## config.mk

```make
export PLATFORM = sky130hd
export DESIGN_NAME = spi9_cfg_bridge
export DESIGN_NICKNAME = d
export VERILOG_FILES = /design/src/rtl/spi9_bridge_pkg.sv /design/src/rtl/spi9_frame_link.sv /design/src/rtl/spi9_reg_engine.sv /design/src/rtl/spi9_byte_fifo.sv /design/src/rtl/spi9_cfg_bridge.sv
export SDC_FILE = /design/constraint.sdc
export NUM_CORES = 2
export LEC_CHECK = 0
export CAP_MARGIN = 10
export CORE_UTILIZATION = 45
export CTS_CLUSTER_DIAMETER = 60
export DETAILED_ROUTE_END_ITERATION = 7
export RECOVER_POWER = 50
export SLEW_MARGIN = 25
export SYNTH_ARGS = -nofsm -noshare
export SYNTH_HDL_FRONTEND = slang
export SYNTH_HIERARCHICAL = 1
export SYNTH_SLANG_ARGS = --single-unit
```

## constraint.sdc

```tcl
create_clock -name clk -period 2.3 [get_ports clk]
set_input_delay 0.46 -clock clk [delete_from_list [all_inputs] [get_ports clk]]
set_output_delay 0.46 -clock clk [all_outputs]
set_load 0.02 [all_outputs]
```

## src/rtl/spi9_bridge_pkg.sv

```systemverilog
package spi9_bridge_pkg;

  localparam int FRM_BITS = 9;
  localparam int FRM_CW   = $clog2(FRM_BITS);

  typedef struct packed {
    logic       is_data;
    logic [7:0] val;
  } frame_t;

  localparam logic [7:0]  ADR_CFG       = 8'hB7;
  localparam logic [7:0]  ADR_PKT_LEN   = 8'hBC;
  localparam logic [7:0]  ADR_STREAM    = 8'hBF;
  localparam logic [7:0]  ADR_OPCTL     = 8'hC0;
  localparam logic [7:0]  ADR_RD_ARM    = 8'hD4;
  localparam logic [7:0]  RD_KEY        = 8'hFA;
  localparam logic [7:0]  RD_ZERO       = 8'h00;
  localparam logic [15:0] SOFT_RST_WORD = 16'h0100;

  localparam int CFG_HS_BIT  = 0;
  localparam int CFG_VID_BIT = 3;
  localparam int CFG_DCS_BIT = 6;
  localparam int CFG_ECC_BIT = 8;
  localparam int CFG_EOT_BIT = 9;

  typedef enum logic [2:0] {
    ARM_IDLE,
    ARM_CMD,
    ARM_KEY,
    ARM_READY,
    ARM_TARGET
  } arm_t;

endpackage

```

## src/rtl/spi9_frame_link.sv

```systemverilog
module spi9_frame_link
  import spi9_bridge_pkg::*;
#(
  parameter int WORD_BITS = 16
) (
  input  logic                 clk,
  input  logic                 rst_n,
  input  logic                 sck_i,
  input  logic                 csn_i,
  input  logic                 mosi_i,
  input  logic                 tx_load_i,
  input  logic [WORD_BITS-1:0] tx_word_i,
  output logic                 miso_o,
  output logic                 tx_busy_o,
  output logic                 frm_valid_o,
  output frame_t               frm_o,
  output logic [FRM_CW-1:0]    bit_cnt_o
);

  localparam int                TXW      = $clog2(WORD_BITS);
  localparam logic [FRM_CW-1:0] LAST_BIT = FRM_CW'(FRM_BITS - 1);
  localparam logic [TXW-1:0]    TX_LAST  = TXW'(WORD_BITS - 1);

  logic [2:0] sck_q;
  logic [1:0] csn_q;
  logic [1:0] mosi_q;
  logic       csn_d;

  always_ff @(posedge clk or negedge rst_n) begin
    if (!rst_n) begin
      sck_q  <= '0;
      csn_q  <= '1;
      mosi_q <= '0;
      csn_d  <= 1'b1;
    end else begin
      sck_q  <= {sck_q[1:0], sck_i};
      csn_q  <= {csn_q[0], csn_i};
      mosi_q <= {mosi_q[0], mosi_i};
      csn_d  <= csn_q[1];
    end
  end

  logic sck_rise, csn_s, csn_up, sd;
  assign sck_rise = sck_q[1] & ~sck_q[2];
  assign csn_s    = csn_q[1];
  assign csn_up   = csn_s & ~csn_d;
  assign sd       = mosi_q[1];

  logic [FRM_BITS-2:0] sr;
  logic [FRM_CW-1:0]   cnt;
  logic                tx_pend;

  // frame deserialiser, idle while a read-back word is pending
  always_ff @(posedge clk or negedge rst_n) begin
    if (!rst_n) begin
      cnt         <= '0;
      sr          <= '0;
      frm_valid_o <= 1'b0;
      frm_o       <= '0;
    end else begin
      frm_valid_o <= 1'b0;
      if (csn_s) begin
        cnt <= '0;
      end else if (sck_rise && !tx_pend) begin
        if (cnt == LAST_BIT) begin
          cnt         <= '0;
          frm_valid_o <= 1'b1;
          frm_o       <= frame_t'({sr, sd});
        end else begin
          cnt <= cnt + 1'b1;
          sr  <= {sr[FRM_BITS-3:0], sd};
        end
      end
    end
  end

  logic [WORD_BITS-1:0] tx_sr;
  logic [TXW-1:0]       tx_cnt;

  // read-back shifter: survives chip-select gaps until shifting starts
  always_ff @(posedge clk or negedge rst_n) begin
    if (!rst_n) begin
      tx_sr   <= '0;
      tx_cnt  <= '0;
      tx_pend <= 1'b0;
    end else if (tx_load_i) begin
      tx_sr   <= tx_word_i;
      tx_cnt  <= '0;
      tx_pend <= 1'b1;
    end else if (tx_pend) begin
      if (csn_up && tx_cnt != '0) begin
        tx_pend <= 1'b0;
        tx_cnt  <= '0;
      end else if (!csn_s && sck_rise) begin
        tx_sr <= {tx_sr[WORD_BITS-2:0], 1'b0};
        if (tx_cnt == TX_LAST) begin
          tx_pend <= 1'b0;
          tx_cnt  <= '0;
        end else begin
          tx_cnt <= tx_cnt + 1'b1;
        end
      end
    end
  end

  assign miso_o    = tx_pend & tx_sr[WORD_BITS-1];
  assign tx_busy_o = tx_pend;
  assign bit_cnt_o = cnt;

endmodule

```

## src/rtl/spi9_reg_engine.sv

```systemverilog
module spi9_reg_engine
  import spi9_bridge_pkg::*;
#(
  parameter logic [7:0]  REG_FIRST = 8'hB0,
  parameter logic [7:0]  REG_LAST  = 8'hEB,
  parameter logic [15:0] DEV_ID    = 16'h5A31
) (
  input  logic        clk,
  input  logic        rst_n,
  input  logic        frm_valid_i,
  input  frame_t      frm_i,
  output logic        push_o,
  output logic [7:0]  push_data_o,
  output logic [15:0] pay_left_o,
  output logic [15:0] cfg_word_o,
  output logic        tx_load_o,
  output logic [15:0] tx_word_o
);

  localparam int NREG = int'(REG_LAST) - int'(REG_FIRST) + 1;
  localparam int IW   = $clog2(NREG);

  function automatic logic in_win(input logic [7:0] a);
    return (a >= REG_FIRST) && (a <= REG_LAST);
  endfunction

  function automatic logic [IW-1:0] slot(input logic [7:0] a);
    return IW'(a - REG_FIRST);
  endfunction

  logic [15:0]   rf [NREG];
  logic          wr_stb, soft_rst;
  logic [IW-1:0] wr_slot;
  logic [15:0]   wr_data;

  // one storage word per slot; slot 0 is the fixed identifier
  for (genvar g = 0; g < NREG; g++) begin : g_slot
    if (g == 0) begin : g_id
      assign rf[g] = DEV_ID;
    end else begin : g_rw
      logic [15:0] q;
      always_ff @(posedge clk or negedge rst_n) begin
        if (!rst_n)                                q <= '0;
        else if (soft_rst)                         q <= '0;
        else if (wr_stb && wr_slot == IW'(g))      q <= wr_data;
      end
      assign rf[g] = q;
    end
  end

  logic [7:0]  cur_addr, target, lo_byte;
  logic        hi_phase, stream_on;
  arm_t        arm;
  logic [15:0] tgt_val, len_val;

  always_comb begin
    tgt_val = in_win(target) ? rf[slot(target)] : '0;
    len_val = in_win(ADR_PKT_LEN) ? rf[slot(ADR_PKT_LEN)] : '0;
  end

  assign cfg_word_o = in_win(ADR_CFG) ? rf[slot(ADR_CFG)] : '0;

  logic writable;
  assign writable = in_win(cur_addr) && (slot(cur_addr) != '0);

  always_ff @(posedge clk or negedge rst_n) begin
    if (!rst_n) begin
      cur_addr    <= '0;
      target      <= '0;
      lo_byte     <= '0;
      hi_phase    <= 1'b0;
      stream_on   <= 1'b0;
      pay_left_o  <= '0;
      arm         <= ARM_IDLE;
      push_o      <= 1'b0;
      push_data_o <= '0;
      tx_load_o   <= 1'b0;
      tx_word_o   <= '0;
      wr_stb      <= 1'b0;
      wr_slot     <= '0;
      wr_data     <= '0;
      soft_rst    <= 1'b0;
    end else begin
      push_o    <= 1'b0;
      tx_load_o <= 1'b0;
      wr_stb    <= 1'b0;
      soft_rst  <= 1'b0;
      if (frm_valid_i && !frm_i.is_data) begin
        cur_addr <= frm_i.val;
        hi_phase <= 1'b0;
        if (frm_i.val == ADR_STREAM) begin
          stream_on  <= 1'b1;
          pay_left_o <= len_val;
        end else begin
          stream_on  <= 1'b0;
          pay_left_o <= '0;
        end
        case (arm)
          ARM_READY: begin
            if (frm_i.val != RD_KEY) begin
              target <= frm_i.val;
              arm    <= ARM_TARGET;
            end else begin
              arm <= ARM_IDLE;
            end
          end
          ARM_TARGET: begin
            if (frm_i.val == RD_KEY) begin
              tx_load_o <= 1'b1;
              tx_word_o <= tgt_val;
              arm       <= ARM_IDLE;
            end else begin
              arm <= (frm_i.val == ADR_RD_ARM) ? ARM_CMD : ARM_IDLE;
            end
          end
          default: arm <= (frm_i.val == ADR_RD_ARM) ? ARM_CMD : ARM_IDLE;
        endcase
      end else if (frm_valid_i) begin
        case (arm)
          ARM_CMD: arm <= (frm_i.val == RD_KEY)  ? ARM_KEY   : ARM_IDLE;
          ARM_KEY: arm <= (frm_i.val == RD_ZERO) ? ARM_READY : ARM_IDLE;
          default: arm <= ARM_IDLE;
        endcase
        if (stream_on) begin
          if (pay_left_o != '0) begin
            push_o      <= 1'b1;
            push_data_o <= frm_i.val;
            pay_left_o  <= pay_left_o - 16'd1;
          end
        end else if (writable) begin
          if (!hi_phase) begin
            lo_byte  <= frm_i.val;
            hi_phase <= 1'b1;
          end else begin
            hi_phase <= 1'b0;
            if (cur_addr == ADR_OPCTL && {frm_i.val, lo_byte} == SOFT_RST_WORD) begin
              soft_rst <= 1'b1;
            end else begin
              wr_stb  <= 1'b1;
              wr_slot <= slot(cur_addr);
              wr_data <= {frm_i.val, lo_byte};
            end
          end
        end
      end
    end
  end

endmodule

```

## src/rtl/spi9_byte_fifo.sv

```systemverilog
module spi9_byte_fifo #(
  parameter int DEPTH = 4,
  parameter int W     = 8
) (
  input  logic         clk,
  input  logic         rst_n,
  input  logic         push_i,
  input  logic [W-1:0] push_data_i,
  output logic         out_valid_o,
  input  logic         out_ready_i,
  output logic [W-1:0] out_data_o
);

  localparam int             AW   = (DEPTH > 1) ? $clog2(DEPTH) : 1;
  localparam logic [AW-1:0]  LAST = AW'(DEPTH - 1);
  localparam logic [AW:0]    FULL = (AW + 1)'(DEPTH);

  logic [W-1:0]  mem [DEPTH];
  logic [AW-1:0] wp, rp;
  logic [AW:0]   cnt;
  logic          do_push, do_pop;

  assign out_valid_o = (cnt != '0);
  assign out_data_o  = mem[rp];
  assign do_pop      = out_valid_o && out_ready_i;
  assign do_push     = push_i && (cnt != FULL);

  always_ff @(posedge clk) begin
    if (do_push) mem[wp] <= push_data_i;
  end

  always_ff @(posedge clk or negedge rst_n) begin
    if (!rst_n) begin
      wp  <= '0;
      rp  <= '0;
      cnt <= '0;
    end else begin
      if (do_push) wp <= (wp == LAST) ? '0 : wp + 1'b1;
      if (do_pop)  rp <= (rp == LAST) ? '0 : rp + 1'b1;
      case ({do_push, do_pop})
        2'b10:   cnt <= cnt + 1'b1;
        2'b01:   cnt <= cnt - 1'b1;
        default: cnt <= cnt;
      endcase
    end
  end

endmodule

```

## src/rtl/spi9_cfg_bridge.sv

```systemverilog
module spi9_cfg_bridge
  import spi9_bridge_pkg::*;
#(
  parameter logic [7:0]  REG_FIRST  = 8'hB0,
  parameter logic [7:0]  REG_LAST   = 8'hEB,
  parameter logic [15:0] DEV_ID     = 16'h5A31,
  parameter int          FIFO_DEPTH = 4
) (
  input  logic        clk,
  input  logic        rst_n,
  input  logic        spi_sck,
  input  logic        spi_csn,
  input  logic        spi_mosi,
  output logic        spi_miso,
  output logic        pay_valid,
  input  logic        pay_ready,
  output logic [7:0]  pay_data,
  output logic [15:0] pay_left,
  output logic        cfg_hs_mode,
  output logic        cfg_video_en,
  output logic        cfg_dcs_pkt,
  output logic        cfg_ecc_en,
  output logic        cfg_eot_en
);

  frame_t            frm;
  logic              frm_valid, frm_is_data, tx_busy, tx_load, push;
  logic [FRM_CW-1:0] bit_cnt;
  logic [15:0]       tx_word, cfg_word;
  logic [7:0]        push_data;

  assign frm_is_data = frm.is_data;

  spi9_frame_link #(.WORD_BITS(16)) link_i (
    .clk        (clk),
    .rst_n      (rst_n),
    .sck_i      (spi_sck),
    .csn_i      (spi_csn),
    .mosi_i     (spi_mosi),
    .tx_load_i  (tx_load),
    .tx_word_i  (tx_word),
    .miso_o     (spi_miso),
    .tx_busy_o  (tx_busy),
    .frm_valid_o(frm_valid),
    .frm_o      (frm),
    .bit_cnt_o  (bit_cnt)
  );

  spi9_reg_engine #(
    .REG_FIRST(REG_FIRST),
    .REG_LAST (REG_LAST),
    .DEV_ID   (DEV_ID)
  ) eng_i (
    .clk        (clk),
    .rst_n      (rst_n),
    .frm_valid_i(frm_valid),
    .frm_i      (frm),
    .push_o     (push),
    .push_data_o(push_data),
    .pay_left_o (pay_left),
    .cfg_word_o (cfg_word),
    .tx_load_o  (tx_load),
    .tx_word_o  (tx_word)
  );

  spi9_byte_fifo #(.DEPTH(FIFO_DEPTH), .W(8)) fifo_i (
    .clk        (clk),
    .rst_n      (rst_n),
    .push_i     (push),
    .push_data_i(push_data),
    .out_valid_o(pay_valid),
    .out_ready_i(pay_ready),
    .out_data_o (pay_data)
  );

  assign cfg_hs_mode  = cfg_word[CFG_HS_BIT];
  assign cfg_video_en = cfg_word[CFG_VID_BIT];
  assign cfg_dcs_pkt  = cfg_word[CFG_DCS_BIT];
  assign cfg_ecc_en   = cfg_word[CFG_ECC_BIT];
  assign cfg_eot_en   = cfg_word[CFG_EOT_BIT];

endmodule

```

Yosys cells after proc, flatten, opt, wreduce, memory -nomap -nowiden
Memories as Yosys holds them, arrays and structs flattened.
Index checks and enable logic that the tools add are counted.
- divide/modulo/power cells: 0
- multipliers: 0
- equal/unequal tests: 78
- bitwise logic cells: 12
- reduce and logical (&&, ||, !) cells: 156
- multiplexer cells: 186
- add/subtract/negate cells: 9
- order comparisons: 5
- shift operators: 0
- operator list (kind ; number):
    16-bit 2-to-1 mux ; 130
    6-bit equality test, second input constant ; 28
    2-bit nonzero test ; 67
    16-bit binary-select mux with 6-bit select ; 1
    6-bit by 5-bit equality test with 1-bit output, second input constant ; 16
    1-bit logical AND ; 69
    6-bit by 4-bit equality test with 1-bit output, second input constant ; 8
    1-bit 2-to-1 mux ; 36
    8-bit equality test, second input constant ; 4
    4-bit 2-to-1 mux ; 8
    6-bit by 3-bit equality test with 1-bit output, second input constant ; 4
    3-bit AND reduction ; 7
    3-bit case mux with 2 select lines ; 3
    16-bit by 9-bit equality test with 1-bit output, second input constant ; 1
    8-bit greater-or-equal comparator, second input constant ; 2
    8-bit <= comparator, second input constant ; 2
    16-bit nonzero test ; 1
    16-bit by 1-bit subtractor with 16-bit output, second input constant ; 1
    6-bit by 2-bit equality test with 1-bit output, second input constant ; 2
    3-bit 2-to-1 mux ; 4
    6-bit subtractor, second input constant ; 2
    4-bit by 1-bit adder with 4-bit output, second input constant ; 2
    4-bit equality test, second input constant ; 2
    8-bit logical NOT ; 1
    other kinds (26) ; 45
- word-level logic and storage cells: 536
- flip-flop bits (word level): 1097
- latch bits: 0
- memory bits (read-only): 0
- memories kept: 1
- memory bits (writable): 32
- bits of input ports: 6
- memory list (memory ; words ; width ; rd ports ; clocked after Yosys merged registers in ; wr ports ; RTL line ; source):
    fifo_i.mem ; 4 ; 8 ; 1 ; 0 ; 1 ; spi9_byte_fifo.sv:18 ; logic [W-1:0] mem [DEPTH];

Logic depth before layout (Yosys ltp)
- word-level depth: 8
- mapped depth: 10

Cells and area by module
The synthesis kept the hierarchy.
- modules (own cells, without submodules) (module ; instances ; seq. area each (um2) ; area an instance (um2) ; cells an instance):
    spi9_reg_engine ; 1 ; 25999.9 ; 49271.0 ; 5373
    spi9_frame_link ; 1 ; 1280.0 ; 2198.4 ; 179
    spi9_byte_fifo ; 1 ; 1136.1 ; 1619.1 ; 82

Worst setup path after synthesis
Ideal clock, no wire load.
- path type: flip-flop to flip-flop
- start: register eng_i.pay_left_o[6]
- end: register eng_i.push_data_o[0]
- cell stages (with the launch flop): 8
- slack: -0.337 ns
- required time: 2.172 ns
- arrival: 2.509 ns
- setup time: 0.128 ns
- buffers on the path: 2
- cells stage by stage: dfrtp_1 or4_1 clkbuf_1 or3_1 buf_2 o41a_4 nand2_4 mux2_1
- cells in the longest elaborated chain, start to end: 2
- RTL lines (item ; RTL line ; source):
    start: declaration ; spi9_reg_engine.sv:14 ; output logic [15:0] pay_left_o,
    start signal: assignment ; spi9_reg_engine.sv:93 ; pay_left_o <= len_val;
    start signal: assignment ; spi9_reg_engine.sv:128 ; pay_left_o <= pay_left_o - 16'd1;
    16-bit nonzero test ; spi9_reg_engine.sv:125 ; if (pay_left_o != '0) begin
    4-bit AND reduction (no source line) ; -- ;
    end signal: assignment ; spi9_reg_engine.sv:127 ; push_data_o <= frm_i.val;
    end: declaration ; spi9_reg_engine.sv:13 ; output logic [7:0] push_data_o,
Every way passes these cells.
A chain may end at the register's enable or synchronous reset.

Final worst setup path
- start: register eng_i.target[0]
- end: register eng_i.tx_word_o[12]
- cells in the longest elaborated chain, start to end: 6
- RTL lines (item ; RTL line ; source):
    start: declaration ; spi9_reg_engine.sv:51 ; logic [7:0] cur_addr, target, lo_byte;
    start signal: assignment ; spi9_reg_engine.sv:101 ; target <= frm_i.val;
    6-bit subtractor ; spi9_reg_engine.sv:28 ; return IW'(a - REG_FIRST);
    6-bit NOT with 7-bit output (not written as such) ; spi9_reg_engine.sv:57 ; tgt_val = in_win(target) ? rf[slot(target)] : '0;
    16-bit binary-select mux with 6-bit select ; spi9_reg_engine.sv:57 ;
    16-bit 2-to-1 mux (not written as such) (2 in series) ; spi9_reg_engine.sv:57 ;
    16-bit 2-to-1 mux (*) ; spi9_reg_engine.sv:57 ;
    end signal: assignment ; spi9_reg_engine.sv:110 ; tx_word_o <= tgt_val;
    end: declaration ; spi9_reg_engine.sv:17 ; output logic [15:0] tx_word_o
Mark *: on every way between the ends. The rest lies on a longest branch, timed or not. The select of a mux whose other input is x is not followed.

==> results.sh <==
export IMPL_outcome="finished, violations left"
export IMPL_violations="negative setup slack"
export IMPL_placedInstanceArea_mm2=0.0586
export IMPL_critPathKind="register to register"
export IMPL_area_growth_pct=20.7
export IMPL_grt_pass1_vias=44180
export IMPL_synth_area_leaders="dfrtp_1 (52%), nand2_1 (14%), a21oi_1 (9.4%)"
export IMPL_setup_tns_ns=-2.45
export IMPL_routed_wl_mm=183
export IMPL_io_buffers=36
export IMPL_r2r_end="eng_i/tx_word_o[12]$_DFFE_PN0P_"
export IMPL_rsz0062_at_grt="true"
export IMPL_synth_top_family_by_area="simple AND/OR/NAND/NOR gates"
export IMPL_tightest_slew_ns=1.05
export IMPL_via_per_inst=5.94
export IMPL_ir_worst_vdd_mv=0.785
export IMPL_synthAdderAreaFrac=0.00438
export IMPL_io_pins=37
export IMPL_synthXorXnorAreaFrac=0.000660
export IMPL_first_pass_iters=6
export IMPL_critPathSlowestCell="mux4_2"
export IMPL_start_kind="register"
export IMPL_drive_gt1_frac=0.201
export IMPL_grt_remaining_overflow=0
export IMPL_nets=5898
export IMPL_synth_top_area_cell="dfrtp_1"
export IMPL_synth_edf_count=32
export IMPL_yosys_area_share_simple=0.176
export IMPL_met3_usage=0.0713
export IMPL_slew_headroom=0.302
export IMPL_finalCritPeriodShare=1.09
export IMPL_cts_max_path_buffers=3
export IMPL_critPathArrivalTime_ns=3.14
export IMPL_cts_tree="yes"
export IMPL_start_util=0.456
export IMPL_synth_seq_cells=1129
export IMPL_core_mm2=0.117
export IMPL_die_h_um=345
export IMPL_grt_pass1_wl_mm=281
export IMPL_ys_warn_count=6
export IMPL_reg2regPathDepth=8
export IMPL_dp_final_hpwl_mm=119
export IMPL_grt_total_usage=0.307
export IMPL_fin_util=0.550
export IMPL_setup_viol_count_final=34
export IMPL_syn_inst=5634
export IMPL_syn_nets=5658
export IMPL_netlist_area_mm2=0.0531
export IMPL_skew_ns=0.0302
export IMPL_clk_pin_slew_ns=0.06
export IMPL_num_vias=44583
export IMPL_antenna_found_initial=5
export IMPL_drc=0
export IMPL_leakage_uw=0.0268
export IMPL_ys_types=77
export IMPL_hp_class="input pin to register"
export IMPL_startpoint="eng_i/target[0]$_DFFE_PN0P_"
export IMPL_final_antenna_net_count=0
export IMPL_cp_endpoint="eng_i/tx_word_o[12]$_DFFE_PN0P_"
export IMPL_grt_busiest_layer="met2"
export IMPL_r2r_start="eng_i/target[0]$_DFFE_PN0P_"
export IMPL_h_tree_depth=4
export IMPL_async_flop_share=0.972
export IMPL_crit_fanout=8
export IMPL_whs_ns=0.263
export IMPL_synth_compound_area_frac=0.129
export IMPL_period_needed_ns=2.50
export IMPL_ff2ff_setup_slack_ns=-0.20
export IMPL_numCtsBuffers=132
export IMPL_crit_path_max_incr_delay_ns=0.52
export IMPL_fmax_mhz=400
export IMPL_finalHoldViolations=0
export IMPL_avgSynthCellArea_um2=9.42
export IMPL_muxShareOfSynthArea=0.117
export IMPL_drt_first_iter_violations=5025
export IMPL_wl_per_cell_um=24.4
export IMPL_clockRootBuffer="clkbuf_16"
export IMPL_total_power_uw=42500
export IMPL_crit_chain="buf_12 -> buf_12 -> buf_12 -> mux4_2 -> a22oi_2 -> buf_4 -> nand4_1 -> a31o_2"
export IMPL_use_met2=0.471
export IMPL_rows=125
export IMPL_cp_required_ns=2.95
export IMPL_fin_area_mm2=0.0641
export IMPL_gp_congestion=0.966
export IMPL_maxCapViolCount=0
export IMPL_grt_max_degree=101
export IMPL_worst_setup_path_end_kind="register"
export IMPL_fin_ws_ns=-0.198
export IMPL_synth_seq_area_share=0.535
export IMPL_die_area_mm2=0.119
export IMPL_synth_top_area_frac=0.516
export IMPL_die_w_um=345
export IMPL_crit_path_frequent_cell="buf_12"
export IMPL_p_per_area_mw_per_mm2=664
export IMPL_use_met1=0.422
export IMPL_ys_flop_type="dfrtp_1"
export IMPL_cts_sinks=1129
export IMPL_n_antenna_cell=0
export IMPL_maxSlewViolCount=0
export IMPL_insertion_delay_ns=0.76
[area by class of cell]
cell class	instances	area [um2]
Fill cell	10226	52400
Sequential cell	1129	28500
Multi-Input combinational cell	4001	23600
Timing Repair Buffer	579	5570
Clock buffer	193	3950
Tap cell	1524	1910
Clock inverter	45	527
Inverter	31	116
[cells in the final DEF, fill, tap and decap left out, drive strengths merged, types with 13 or more instances in the layout]
cell type,n
dlygate4sd2,16
mux2i,117
a31oi,15
nand2,2030
clkbuf,221
nand3,62
o21ai,53
a21oi,1000
clkinv,25
mux4,187
nor2b,27
edfxtp,32
nand2b,14
ha,17
nor2,100
a211oi,16
dfrtp,1094
a221oi,13
inv,40
buf,524
nor3,34
mux2,75
a22oi,78
[critical path: cells and delay by family (launching register included)]
| kind | cells | cell delay (ns) |
|---|---|---|
| buf+inv | 4 | 0.64 |
| mux | 1 | 0.52 |
| compound gates | 2 | 0.52 |
| flops | 1 | 0.45 |
| simple gates | 1 | 0.26 |
[synth_stat cells, types with 4 or more instances]
cell	number
a22oi_1	78
nand4_1	8
a31o_2	9
o21ai_1	4
a22o_1	5
and2_1	10
nor4_1	10
dfrtp_1	1094
mux4_2	187
a211oi_1	16
o22ai_1	12
o31ai_1	5
edfxtp_1	32
nand2_1	2027
a31oi_1	14
mux2i_1	117
ha_1	17
nor4b_1	4
buf_1	23
a21oi_1	1000
o211ai_1	7
o221ai_1	4
a21o_1	12
o311ai_0	7
inv_1	31
nand3_1	62
buf_2	38
mux2_2	65
a221oi_1	13
nor2b_1	27
nor3b_1	12
mux2_1	8
clkbuf_1	409
nand2b_1	14
nor2_1	98
o21ai_0	49
and3_1	8
nor3_1	33
[power by group]
| group | internal, uW | switching [uW] | leakage, uW | total (uW) |
|---|---|---|---|---|
| clock network | 12800 | 8630 | 0.00221 | 21500 |
| logic | 315 | 588 | 0.00918 | 903 |
| registers | 20100 | 117 | 0.0155 | 20200 |
| total | 33200 | 9330 | 0.0268 | 42500 |
[timing repair]
| item | 4_1_cts | 5_1_grt |
|---|---|---|
| gates cloned | 5 | 2 |
| setup buffers | 19 | 4 |
| pin swaps | 34 | 35 |
| hold buffers | 1 | 0 |
| setup endpoints to repair | 72 | 87 |
| gates resized for setup | 188 | 67 |
| endpoints found under the hold margin | 195 | 0 |
[per-stage QoR]
step	worst slack [ns]	cells
after floorplan	-0.224	5634
after global placement	-0.559	7235
after detailed placement	-0.579	7235
after CTS	-0.157	7498
after global routing	-0.228	7502
final	-0.198	7502
[how the worst min path moves through the flow]
stage	start	endpoint	depth (start not counted)
4_1_cts	spi_csn	link_i/csn_q[0]$_DFF_PN1_	1
6_report	spi_csn	link_i/csn_q[0]$_DFF_PN1_	1
5_1_grt	spi_csn	link_i/csn_q[0]$_DFF_PN1_	1
3_5_place_dp	link_i/sck_q[0]$_DFF_PN0_	link_i/sck_q[1]$_DFF_PN0_	0
3_3_place_gp	link_i/mosi_q[0]$_DFF_PN0_	link_i/mosi_q[1]$_DFF_PN0_	0
2_1_floorplan	rst_n	eng_i/arm[0]$_DFFE_PN0P_	0
[kinds of logic (layout without fill, tap and decap cells)]
group	Yosys count	count (layout)
adders and majority gates	18	18
buffers and inverters	506	848
and+or+nand+nor	2343	2345
muxes	379	379
DFF	1129	1129
AOI/OAI and AO/OA	1255	1255
xor gates and xnor gates	4	4
[layer usage]
| metal | share of wire | up-vias | wire, um |
|---|---|---|---|
| met3 | 0.095 | 384 | 17400 |
| met4 | 0.039 | 6 | 7140 |
| met5 | 0.00025 | - | 45 |
| li1 | - | 19632 | - |
| met1 | 0.41 | 22491 | 74100 |
| met2 | 0.46 | 2070 | 84100 |
[flip-flops by register name, summed over array words and instances, names as in the netlist, 9 cells and up]
signal / cells
eng_i/cfg_word_o: 16
eng_i/wr_data: 16
eng_i/g_slot.g_rw.q: 928
link_i/frm_o: 9
link_i/tx_sr: 16
fifo_i/mem: 32
eng_i/pay_left_o: 16
eng_i/tx_word_o: 16
Note: power is estimated with default switching activity, not from simulation.
